## config.mk

```make
export PLATFORM = sky130hd
export DESIGN_NAME = strap_latch
export DESIGN_NICKNAME = d
export VERILOG_FILES = /design/src/rtl/strap_latch.sv
export SDC_FILE = /design/constraint.sdc
export NUM_CORES = 1
export LEC_CHECK = 0
export BUFFER_PORTS_ARGS = -buffer_cell sky130_fd_sc_hd__buf_4
export CORE_AREA = 5 5 42 44
export CTS_CLUSTER_SIZE = 12
export DETAILED_ROUTE_END_ITERATION = 8
export DIE_AREA = 0 0 47 49
export GPL_ROUTABILITY_DRIVEN = 1
export PLACE_DENSITY_LB_ADDON = 0.3
export SLEW_MARGIN = 20
export SYNTH_ARGS = -nofsm -noshare
export SYNTH_HDL_FRONTEND = slang
export SYNTH_SLANG_ARGS = --single-unit
```

## constraint.sdc

```tcl
create_clock -name clk -period 1.78 [get_ports clk]
set_input_delay 0.089 -clock clk [delete_from_list [all_inputs] [get_ports clk]]
set_output_delay 0.089 -clock clk [all_outputs]
set_load 0.02 [all_outputs]
```

## src/rtl/strap_latch.sv

```systemverilog
module strap_latch #(
  parameter int STRAP_W     = 8,
  parameter int SYNC_STAGES = 2,
  parameter int SOFT_BIT    = 7
) (
  input  logic               clk,
  input  logic               hw_reset,
  input  logic               cfg_wr,
  input  logic [7:0]         cfg_wdata,
  input  logic [STRAP_W-1:0] strap,
  output logic               soft_rst,
  output logic               nv_map_dis,
  output logic               mem16_en,
  output logic               fw_idle,
  output logic [2:0]         fw_field,
  output logic [1:0]         rsvd_bits,
  output logic               fw_run_en
);

  localparam int POS_RSV0 = 0;
  localparam int POS_NV   = 1;
  localparam int POS_M16  = 2;
  localparam int POS_IDLE = 3;
  localparam int POS_RSV1 = 4;
  localparam int POS_FW   = 5;

  logic [SYNC_STAGES-1:0] hw_sync;
  logic                   hw_act;
  logic                   soft_q;
  logic                   rst_prev;
  logic                   rst_any;
  logic                   sample;
  logic [STRAP_W-1:0]     strap_q;
  logic                   unused_wdata;

  assign unused_wdata = ^cfg_wdata[SOFT_BIT-1:0];

  always_ff @(posedge clk or posedge hw_reset)
    if (hw_reset) hw_sync <= '1;
    else          hw_sync <= {hw_sync[SYNC_STAGES-2:0], 1'b0};

  assign hw_act = hw_sync[SYNC_STAGES-1];

  always_ff @(posedge clk or posedge hw_reset)
    if (hw_reset)    soft_q <= 1'b0;
    else if (cfg_wr) soft_q <= cfg_wdata[SOFT_BIT];

  assign rst_any = hw_act | soft_q;

  always_ff @(posedge clk or posedge hw_reset)
    if (hw_reset) rst_prev <= 1'b1;
    else          rst_prev <= rst_any;

  assign sample = rst_prev & ~rst_any;

  always_ff @(posedge clk or posedge hw_reset)
    if (hw_reset)    strap_q <= '0;
    else if (sample) strap_q <= strap;
    else if (soft_q) strap_q[POS_IDLE] <= 1'b0;

  assign soft_rst   = soft_q;
  assign nv_map_dis = strap_q[POS_NV];
  assign mem16_en   = strap_q[POS_M16];
  assign fw_idle    = strap_q[POS_IDLE];
  assign fw_field   = strap_q[POS_FW +: 3];
  assign rsvd_bits  = {strap_q[POS_RSV1], strap_q[POS_RSV0]};
  assign fw_run_en  = ~rst_any & ~rst_prev & ~strap_q[POS_IDLE];

  AST_RESET_CLEAR: assert property (@(posedge clk)
    hw_reset |-> (!soft_rst && !fw_run_en && strap_q == '0));

  AST_SOFT_WRITE: assert property (@(posedge clk) disable iff (hw_reset)
    cfg_wr |=> (soft_rst == $past(cfg_wdata[SOFT_BIT])));

  AST_SOFT_HOLD: assert property (@(posedge clk) disable iff (hw_reset)
    !cfg_wr |=> $stable(soft_rst));

  AST_CAPTURE_MAP: assert property (@(posedge clk) disable iff (hw_reset)
    sample |=> (nv_map_dis == $past(strap[POS_NV]) && mem16_en == $past(strap[POS_M16])
                && fw_field == $past(strap[POS_FW +: 3])));

  AST_FIELDS_STABLE: assert property (@(posedge clk) disable iff (hw_reset)
    !sample |=> ($stable(nv_map_dis) && $stable(mem16_en) && $stable(fw_field)
                 && $stable(rsvd_bits)));

  AST_IDLE_CLEARED: assert property (@(posedge clk) disable iff (hw_reset)
    soft_rst |=> !fw_idle);

  AST_RUN_GATED: assert property (@(posedge clk) disable iff (hw_reset)
    fw_run_en |-> (!soft_rst && !fw_idle && !hw_act));

endmodule

```

==> summary.md, run 1 <==
| Metric | Value |
|---|---|
| WP data required | 1690 ps |
| Fin crit period | 1355 ps |
| Vias in the first global route | 343 |
| Worst Clk Skew | approximately 0.26 ps |
| Hold path cells | 2 |
| 1st-iter DRT viols | 0 |
| Ant. Diodes | 0 |
| WS Path Type | flip-flop to output pin |
| Initial antenna violation count | 0 |
| Final period utilization | 76.13% |
| Max incr delay on CP | 410 ps |
| Wire length per cell | 10.87 um |
| Bufs and invs on worst path | 1 |
| Mean post-synth cell area | 15.75 um^2 |
| Via count | 312 |
| H-tree levels | 1 |
| Placeable Area | 1401 um^2 |
| Post-Syn Nets | 48 |
| Global-route wire length before repair | 1.304 mm |
| Cells after DPL | 66 |
| Area of the mapped netlist | ~460 um^2 |
| Grt total ovfl | 0 |
| Fin. max-slew vios | 0 |
| Setup Fix Bufs, Post-CTS | 0 |
| Initial Utilization | 32.59% |
| Fin Setup TNS | 0 ps |
| Distinct cells, synth | 11 |
| Post-synthesis register bit count | 12 |
| Clk sinks | 12 |
| Final Non-Filler Cells | between 70 and 80 |
| Die width | between 40 and 50 um |
| Clock latency on the worst-skew pair | 260 ps |
| Most frequent cells in the layout | buf_4 (21), dfrtp_1 (9), mux2_2 (8), clkbuf_4 (3), dfstp_2 (3) |
| WL final | 772 um |
| Mapped Cells | 29 |
| Vias/cell | 4.394 |
| FP Rows | 14 |
| Total CTS buffers | 3 |
| Final ANT Viol Nets | 0 |
| Peak supply drop | 522.3 uV |
| Hold Path Class | input pin to flip-flop |
| Worst setup SP type | flip-flop |
| Critical Path End Type | output pin |
| PD cells | 1073 nW/um^2 |
| Final #Nets | 75 |
| RR Endpoint | strap_q[2]$_DFFE_PP0P_ |
| DR pass1 iterations | 1 |
| Die height | 49 um |
| RSZ-0062 raised after global routing | false |
| Min-delay src | strap[0] |
| Fin. Hold Viols | 0 |
| Largest net degree at the start of global routing | 13 |
| Hold_buf cts | 1 |
| Port Buffer Count | 21 |
| Post_cts resized | 0 |
| Ports | 29 |
| Delay-heaviest family, CP | simple AND/OR/NAND/NOR gates |
| Layout cells sized above 1 | 67.27% |
| Worst path arrival time | 1270 ps |
| Placer's final routability congestion estimate | a little over 0.6 |
| CP Cell Sequence | or2_4 > nor3_1 > buf_4 |
| Layout area overhead | 46.85% |
| Root buffer cell | clkbuf_4 |
| CTS tree | yes |
| DRC | 0 |
| Maximum clock path buffer count | 2 |
| R2R setup slack | about 480 ps |
| Status | completed |
| Die area | 2303 um^2 |
| Leakage | between 0.3 and 0.4 nW |
| Achievable Freq | 738.0 MHz |
| Hold EP | strap_q[0]$_DFFE_PP0P_ |
| Commonest non-fill, non-tap cell in the layout | buf_4 |
| Reg clk slew, reported paths | about 70 ps |
| Reg-to-reg critical path startpoint | soft_rst$_DFFE_PP0P_ |
| # setup viols final | 0 |
| Worst path slowest cell | dfrtp_1 |
| Post-synthesis sequential area ratio | 66.58% |
| Max Cap Viol | 0 |
| Post-layout util | 47.86% |
| Total Routing Usage GR | 7.703% |
| R2R depth | 3 |
| Worst-path fanout max | 4 |
| Yosys warning total | 0 |
[per-layer routing]
metal  track usage [%]  share of wire, %  up-vias
met3             2.583               8.3        0
met5                 0                 0        -
met2             11.31                50       11
met4             4.147                 0        0
met1             9.611                42      153
li1                  -                 -      148
[Yosys cell counts, drive strengths merged]
cell	instances	area, um^2
o21ai	1	5.000
dfstp	3	78.83
dfrtp	9	225.2
inv	2	7.510
conb	1	3.750
nor2	1	20.02
mux2	8	90.09
nor3	1	5.000
nand3b	1	7.510
or2	1	8.760
a21oi	1	5.000
[worst register-to-register path: stages (launching register included)]
cell	delay [ps]
dfrtp_1	410
or2_4	290
nor2_8	140
mux2_2	350
[registers in the layout, summed over array words and instances, names as in the netlist]
name and cells:
strap_q 8, hw_sync 2, rst_prev 1, soft_rst 1
[final cells by class]
cell class / count / area (um^2)
inverters: 2 / 7.507
multi-input cells: 15 / 145.1
well taps: 16 / 20.02
repair buffers: 22 / 167.7
fillers: 146 / 730.7
clock buffers: 4 / 26.28
flip-flops and latches: 12 / 304.0
[logic make-up after synthesis]
logic type / count (synthesis) / synth area share (%)
compound gates: 2 / 2.190
mux: 8 / 19.73
other cells: 1 / 0.8211
buf+inv: 2 / 1.644
flops: 12 / 66.58
simple gates: 4 / 9.041
[through the flow]
stage	setup WS (ps)	hold slack (ps)	total power [W]	area [um^2]
after global placement	475.8	122.9	0.0005563	634.4
after floorplan	438.4	-48.45	0.0004619	456.7
final	424.9	55.00	0.0007199	670.6
after global routing	335.5	45.13	0.0007610	670.6
after CTS	415.5	49.12	0.0007302	670.6
after detailed placement	473.8	124.3	0.0005604	634.4
[power by group]
part / switching, W / internal [W] / leakage [nW]
Clock: 0.0000813 / 0.0000865 / 0.0150
Combinational: 0.0000994 / 0.000108 / 0.171
Sequential: 0.0000233 / 0.000321 / 0.139
Total: 0.000204 / 0.000516 / 0.326
[how the worst max path moves through the flow]
stage                         startpoint                      to  slack, ps  depth (start not counted)
finish              soft_rst$_DFFE_PP0P_               fw_run_en        420                          3
global route        soft_rst$_DFFE_PP0P_               fw_run_en        340                          3
CTS                 soft_rst$_DFFE_PP0P_               fw_run_en        420                          3
detailed placement  soft_rst$_DFFE_PP0P_  strap_q[2]$_DFFE_PP0P_        470                          3
global placement    soft_rst$_DFFE_PP0P_  strap_q[5]$_DFFE_PP0P_        480                          3
floorplan           soft_rst$_DFFE_PP0P_  strap_q[0]$_DFFE_PP0P_        440                          3
Power figures use the tool's default switching activity.
==> run 2: changes to the inputs <==
clock period = 1.4 ns   (was 1.78 ns; I/O delays follow)
==> summary.md, run 2 (same netlist as run 1, synthesis figures left out) <==
| Metric | Value |
|---|---|
| Reg clk slew, reported paths | 70 ps (about the same) |
| Worst Clk Skew | 2.968 ps (+2.708 ps) |
| CP Cell Sequence | inv_1 > nor2_8 > mux2_2 |
| Final #Nets | 76 (+1.3%) |
| Placeable Area | 1401 um^2 (unchanged) |
| R2R depth | 3 (unchanged) |
| Final period utilization | 91.96% |
| Min Hold Slack | 34.81 ps (-20.19 ps) |
| Most frequent cells in the layout | buf_4 (22), dfrtp_1 (9), mux2_2 (8), clkbuf_4 (3), dfstp_2 (3) |
| Clk sinks | 12 (unchanged) |
| WS Path Type | flip-flop to flip-flop |
| FP Rows | 14 (unchanged) |
| Commonest non-fill, non-tap cell in the layout | buf_4 |
| Vias/cell | 4.375 (-0.44%) |
| Layout area overhead | 51.78% |
| Worst setup SP type | flip-flop |
| Grt total ovfl | 0 (unchanged) |
| Delay-heaviest family, CP | flip-flops |
| Fin crit period | ~1300 ps |
| DRC | 0 (unchanged) |
| Die width | 47 um (unchanged) |
| Critical path origin | rst_prev$_DFF_PP1_ |
| CTS tree | yes |
| M2 GR Usage | 11.76% (+0.45 points) |
| Top reg by flops | strap_q |
| WL final | 780 um (+1.0%) |
| Storage element area | 304.0 um^2 (unchanged) |
| Hold EP | strap_q[6]$_DFFE_PP0P_ |
| Die height | 49 um (unchanged) |
| M1 GR Usage | 8.447% (-1.2 points) |
| Fin. Hold Viols | 0 (unchanged) |
| Max Cap Viol | 0 (unchanged) |
| WP data required | 1550 ps (-140 ps) |
| Placer's final routability congestion estimate | 0.6114 (+0.16%) |
| Layout cells sized above 1 | 71.43% (+4.2 points) |
| PD cells | 1398 nW/um^2 (+30%) |
| Reg-to-reg critical path startpoint | rst_prev$_DFF_PP1_ |
| Wire length per cell | 10.83 um (-0.37%) |
| Total CTS buffers | 3 (unchanged) |
| Peak supply drop | 707.3 uV (+35%) |
| Global-route wire length before repair | 1.276 mm (-2.1%) |
| Clock latency on the worst-skew pair | 260 ps (about the same) |
| Port Buffer Count | 21 (unchanged) |
| Final ANT Viol Nets | 0 (unchanged) |
| RR Endpoint | strap_q[1]$_DFFE_PP0P_ |
| Max incr delay on CP | 550 ps (+140 ps) |
| Total Routing Usage GR | 7.912% (+0.21 points) |
| Top flop regs | strap_q: 8 flops, hw_sync: 2 flops |
| M3 GR Usage | 2.583% (unchanged) |
| Largest register FFs | 8 (unchanged) |
| Final Non-Filler Cells | 72 (+1.4%) |
| Worst setup margin | 112.6 ps (-312.3 ps) |
| Via count | 315 (+0.96%) |
| Power Total | 0.0009689 W (+35%) |
| Worst path arrival time | 1440 ps (+170 ps) |
| # fillers | 143 (-2.1%) |
| Hold Path Class | input pin to flip-flop |
| # setup viols final | 0 (unchanged) |
| Initial Utilization | 32.59% (unchanged) |
| Bufs and invs on worst path | 1 (unchanged) |
| Critical Path End Type | flip-flop |
| Area of the multi-input gates | 150.1 um^2 (+3.4%) |
| Post-Place Setup Slack | 113.5 ps (-360.3 ps) |
| RSZ-0062 raised after global routing | false |
| Status | completed |
| H-tree levels | 1 (unchanged) |
| Worst-path fanout max | 7 (+3) |
| Ant. Diodes | 0 (unchanged) |
| Initial antenna violation count | 0 (unchanged) |
| Min-delay src | strap[6] |
| Top Usage Layer GRT | met2 |
| Worst path slowest cell | dfstp_2 |
| R2R setup slack | 110 ps (-370 ps) |
| Root buffer cell | clkbuf_4 |
| DR pass1 iterations | 3 (+2) |
| Ports | 29 (unchanged) |
| 1st-iter DRT viols | 2 (+2) |
| Cells after DPL | 67 (+1.5%) |
| Maximum clock path buffer count | 2 (unchanged) |
| Hold path cells | 2 (unchanged) |
| Vias in the first global route | 308 (-10%) |
| Achievable Freq | 776.8 MHz |
| Die area | 2303 um^2 (unchanged) |
| Fin Setup TNS | 0 ps (unchanged) |
| Fin. max-slew vios | 0 (unchanged) |
| Largest net degree at the start of global routing | 13 (unchanged) |
| Leakage | 0.3376 nW (+3.7%) |
[run 2: cell types whose count changed in the layout (fill, tap and decap cells not counted), sizes merged]
cell,change
buf,+1
[run 2: power breakdown]
| group | internal (W) | leakage [nW] | switching (W) | total [W] |
|---|---|---|---|---|
| Sequential | 0.000409 | 0.139 | 0.0000287 | 0.000437 |
| Combinational | 0.000141 | 0.177 | 0.000129 | 0.000270 |
| Clock | 0.000158 | 0.0210 | 0.000104 | 0.000261 |
| Total | 0.000708 | 0.338 | 0.000261 | 0.000969 |
[run 2: layout make-up]
cell class | count | share of cell area (%)
inverters | 2 | 1.083
clock buffers | 4 | 5.235
well taps | 16 | 2.888
multi-input cells | 15 | 21.66
flip-flops and latches | 12 | 43.86
repair buffers | 23 | 25.27
[run 2: metrics by stage]
step | util (%) | area [um^2]
4_1_cts | 49.11 | 688.2
2_1_floorplan | - | 456.7
6_report | 49.46 | 693.2
3_5_place_dp | 45.80 | 641.9
3_3_place_gp | 45.80 | 641.9
5_1_grt | 49.46 | 693.2
[run 2: metal layers]
| metal | wire [um] | vias up |
|---|---|---|
| li1 | - | 149 |
| met1 | 307 | 155 |
| met2 | 406 | 11 |
| met3 | 66 | 0 |
| met4 | 0 | 0 |
| met5 | 0 | - |
[run 2: how the worst max path moves through the flow]
stage,end,depth (start not counted)
floorplan,strap_q[0]$_DFFE_PP0P_,3
global placement,strap_q[5]$_DFFE_PP0P_,3
detailed placement,strap_q[1]$_DFFE_PP0P_,3
CTS,fw_run_en,3
global route,strap_q[7]$_DFFE_PP0P_,3
finish,strap_q[1]$_DFFE_PP0P_,3
[run 2: worst reg2reg max path: cells and delay by family, from the launching register on]
kind	cells	cell delay, ps
flops	1	550
mux	1	350
simple gates	1	180
buf+inv	1	100
[run 2: timing repair]
action                     CTS  global route
setup buffers                0             0
hold endpoints to repair     9             0
setup endpoints to repair    0             1
hold buffers                 1             0
resized for setup            0             1
==> run 3: changes to the inputs <==
CORE_AREA = default   (was 5 5 42 44)
CORE_MARGIN = 5   (was default)
CORE_UTILIZATION = 35   (was default)
DIE_AREA = default   (was 0 0 47 49)
clock period = 1.1 ns   (was 1.4 ns; I/O delays follow)
==> summary.md, run 3 (same netlist as run 1, synthesis figures left out) <==
| Metric | Value |
|---|---|
| Leakage | 0.3668 nW (+8.7%) |
| Largest net degree at the start of global routing | 13 (unchanged) |
| Die height | 46.12 um (-5.9%) |
| Most frequent cells in the layout | buf_4 (24), dfrtp_1 (8), mux2_4 (6), clkbuf_4 (3), dfstp_2 (3) |
| Comb pwr share | 31.9% (+4.0 points) |
| Fin area | 732.0 um^2 (+5.6%) |
| Worst path arrival time | 1290 ps (-150 ps) |
| Peak supply drop | 776.7 uV (+9.8%) |
| Worst path slowest cell | dfrtp_2 |
| Maximum clock path buffer count | 2 (unchanged) |
| WL final | 901 um (+16%) |
| Die area | 2127 um^2 (-7.6%) |
| Worst setup SP type | flip-flop |
| Clk sinks | 12 (unchanged) |
| Initial Utilization | 36.00% (+3.4 points) |
| RSZ-0062 raised after global routing | true |
| Layout area overhead | 60.27% |
| Final #Nets | 79 (+3.9%) |
| # setup viols final | 8 (+8) |
| Global-route wire length before repair | 1.483 mm (+16%) |
| Clock latency on the worst-skew pair | 270 ps (about the same) |
| FP Rows | 13 (-1) |
| Sw Pwr | 0.0003542 W (+36%) |
| Top flop regs | strap_q: 8 flops, hw_sync: 2 flops |
| Fin. max-slew vios | 0 (unchanged) |
| Placer's final routability congestion estimate | 0.7018 (+15%) |
| Final ANT Viol Nets | 0 (unchanged) |
| Post-Place Setup Slack | -158.4 ps (-271.8 ps) |
| H-tree levels | 1 (unchanged) |
| Storage element area | 305.3 um^2 (+0.41%) |
| PD cells | 1689 nW/um^2 (+21%) |
| Initial antenna violation count | 0 (unchanged) |
| Commonest non-fill, non-tap cell in the layout | buf_4 |
| Hold Path Class | input pin to flip-flop |
| Layout cells sized above 1 | 72.88% (+1.5 points) |
| DR pass1 iterations | 3 (unchanged) |
| Via count | 320 (+1.6%) |
| WS Path Type | flip-flop to output pin |
| Worst-path fanout max | 2 (-5) |
| Wire length per cell | 12.18 um (+12%) |
| Violated checks | setup timing |
| Port Buffer Count | 21 (unchanged) |
| Fin crit period | 1348 ps |
| Sequential share of power | 45.5% (+0.4 points) |
| Cell area after placement | 656.9 um^2 (+2.3%) |
| Ports | 29 (unchanged) |
| Total Routing Usage GR | 10.16% (+2.2 points) |
| Die width | 46.12 um (-1.9%) |
| Worst setup margin | -248.3 ps (-360.9 ps) |
| CTS tree | yes |
| Max Cap Viol | 0 (unchanged) |
| # fillers | 115 (-20%) |
| Vias/cell | 4.324 (-1.2%) |
| Switching Share | 28.66% (+1.7 points) |
| Ant. Diodes | 0 (unchanged) |
| Total CTS buffers | 3 (unchanged) |
| Power Total | 0.001236 W (+28%) |
| Clock share of power | 22.6% (-4.4 points) |
| Placeable Area | 1269 um^2 (-9.5%) |
| Final period utilization | 122.6% |
| CP Cell Sequence | or2_4 > buf_6 > nor3_2 > buf_4 |
| Pint | 0.0008818 W (+25%) |
| DP HPWL | 645.4 um |
| Reg clk slew, reported paths | 80 ps (about the same) |
| Max incr delay on CP | 400 ps (-150 ps) |
| Fin. Hold Viols | 0 (unchanged) |
| Grt total ovfl | 0 (unchanged) |
| Root buffer cell | clkbuf_4 |
| DRC | 0 (unchanged) |
| Critical Path End Type | output pin |
| Area of the multi-input gates | 172.7 um^2 (+15%) |
| Post-layout util | 57.69% (+8.2 points) |
| Status | complete, but fails checks |
| Vias in the first global route | 361 (+17%) |
| Worst Clk Skew | 8.109 ps (+5.141 ps) |
| WP data required | 1040 ps (-510 ps) |
| Fin Setup TNS | -1379 ps (-1379 ps) |
| 1st-iter DRT viols | 1 (-1) |
| Largest register FFs | 8 (unchanged) |
| Achievable Freq | about 740 MHz |
| Top reg by flops | strap_q |
[run 3: worst paths after layout]
check | start | to | slack [ps] | cells after the start
min in group asynchronous | hw_reset | strap_q[2]$_DFFE_PP0P_ | 350 | 3
max in group asynchronous | hw_reset | hw_sync[1]$_DFF_PP1_ | 400 | 3
hold / removal | strap[2] | strap_q[2]$_DFFE_PP0P_ | 10 | 2
hold reg to reg | hw_sync[0]$_DFF_PP1_ | hw_sync[1]$_DFF_PP1_ | 360 | 0
setup / recovery | soft_rst$_DFFE_PP0P_ | fw_run_en | -250 | 4
setup reg to reg | soft_rst$_DFFE_PP0P_ | strap_q[5]$_DFFE_PP0P_ | -200 | 3
[run 3: worst max-delay path, delay by kind of cell, from the launching register on]
| kind | cells | cell delay (ps) |
|---|---|---|
| DFF | 1 | 400 |
| buffers and inverters | 2 | 280 |
| and+or+nand+nor | 2 | 350 |
[run 3: power by group through the flow]
stage	Combinational, W	Sequential (W)	Clock, W
after floorplan	0.0000978	0.000650	0
after global placement	0.000351	0.000565	0
after detailed placement	0.000353	0.000566	0
after CTS	0.000400	0.000561	0.000290
after global routing	0.000418	0.000571	0.000315
final	0.000395	0.000562	0.000279
[run 3: cell type report]
type                            instances  area share [%]
Clock buffer                            4           3.590
Tap cell                               15           2.564
Multi-Input combinational cell         15           23.59
Timing Repair Buffer                   26           27.52
Inverter                                2           1.026
Sequential cell                        12           41.71
[run 3: per-layer routing]
layer	GRT usage, %	part of all wire, %	wire length (um)
met1	12.96	46	418
met2	14.84	44	394
met3	2.734	9.2	83
met4	6.818	0.55	5
met5	0	0	0
[run 3: repair_timing]
item	4_1_cts	5_1_grt
setup endpoints to repair	8	8
pin swaps	1	1
gates cloned	0	0
hold endpoints to repair	9	0
hold buffers	1	0
setup buffers	1	0
gates resized for setup	8	0
[run 3: stage by stage]
| stage | hold WS, ps | instances |
|---|---|---|
| after floorplan | -82.52 | 29 |
| final | 12.46 | 74 |
| after detailed placement | 94.01 | 68 |
| after global placement | 93.74 | 68 |
| after CTS | 4.876 | 74 |
| after global routing | 0.9925 | 74 |
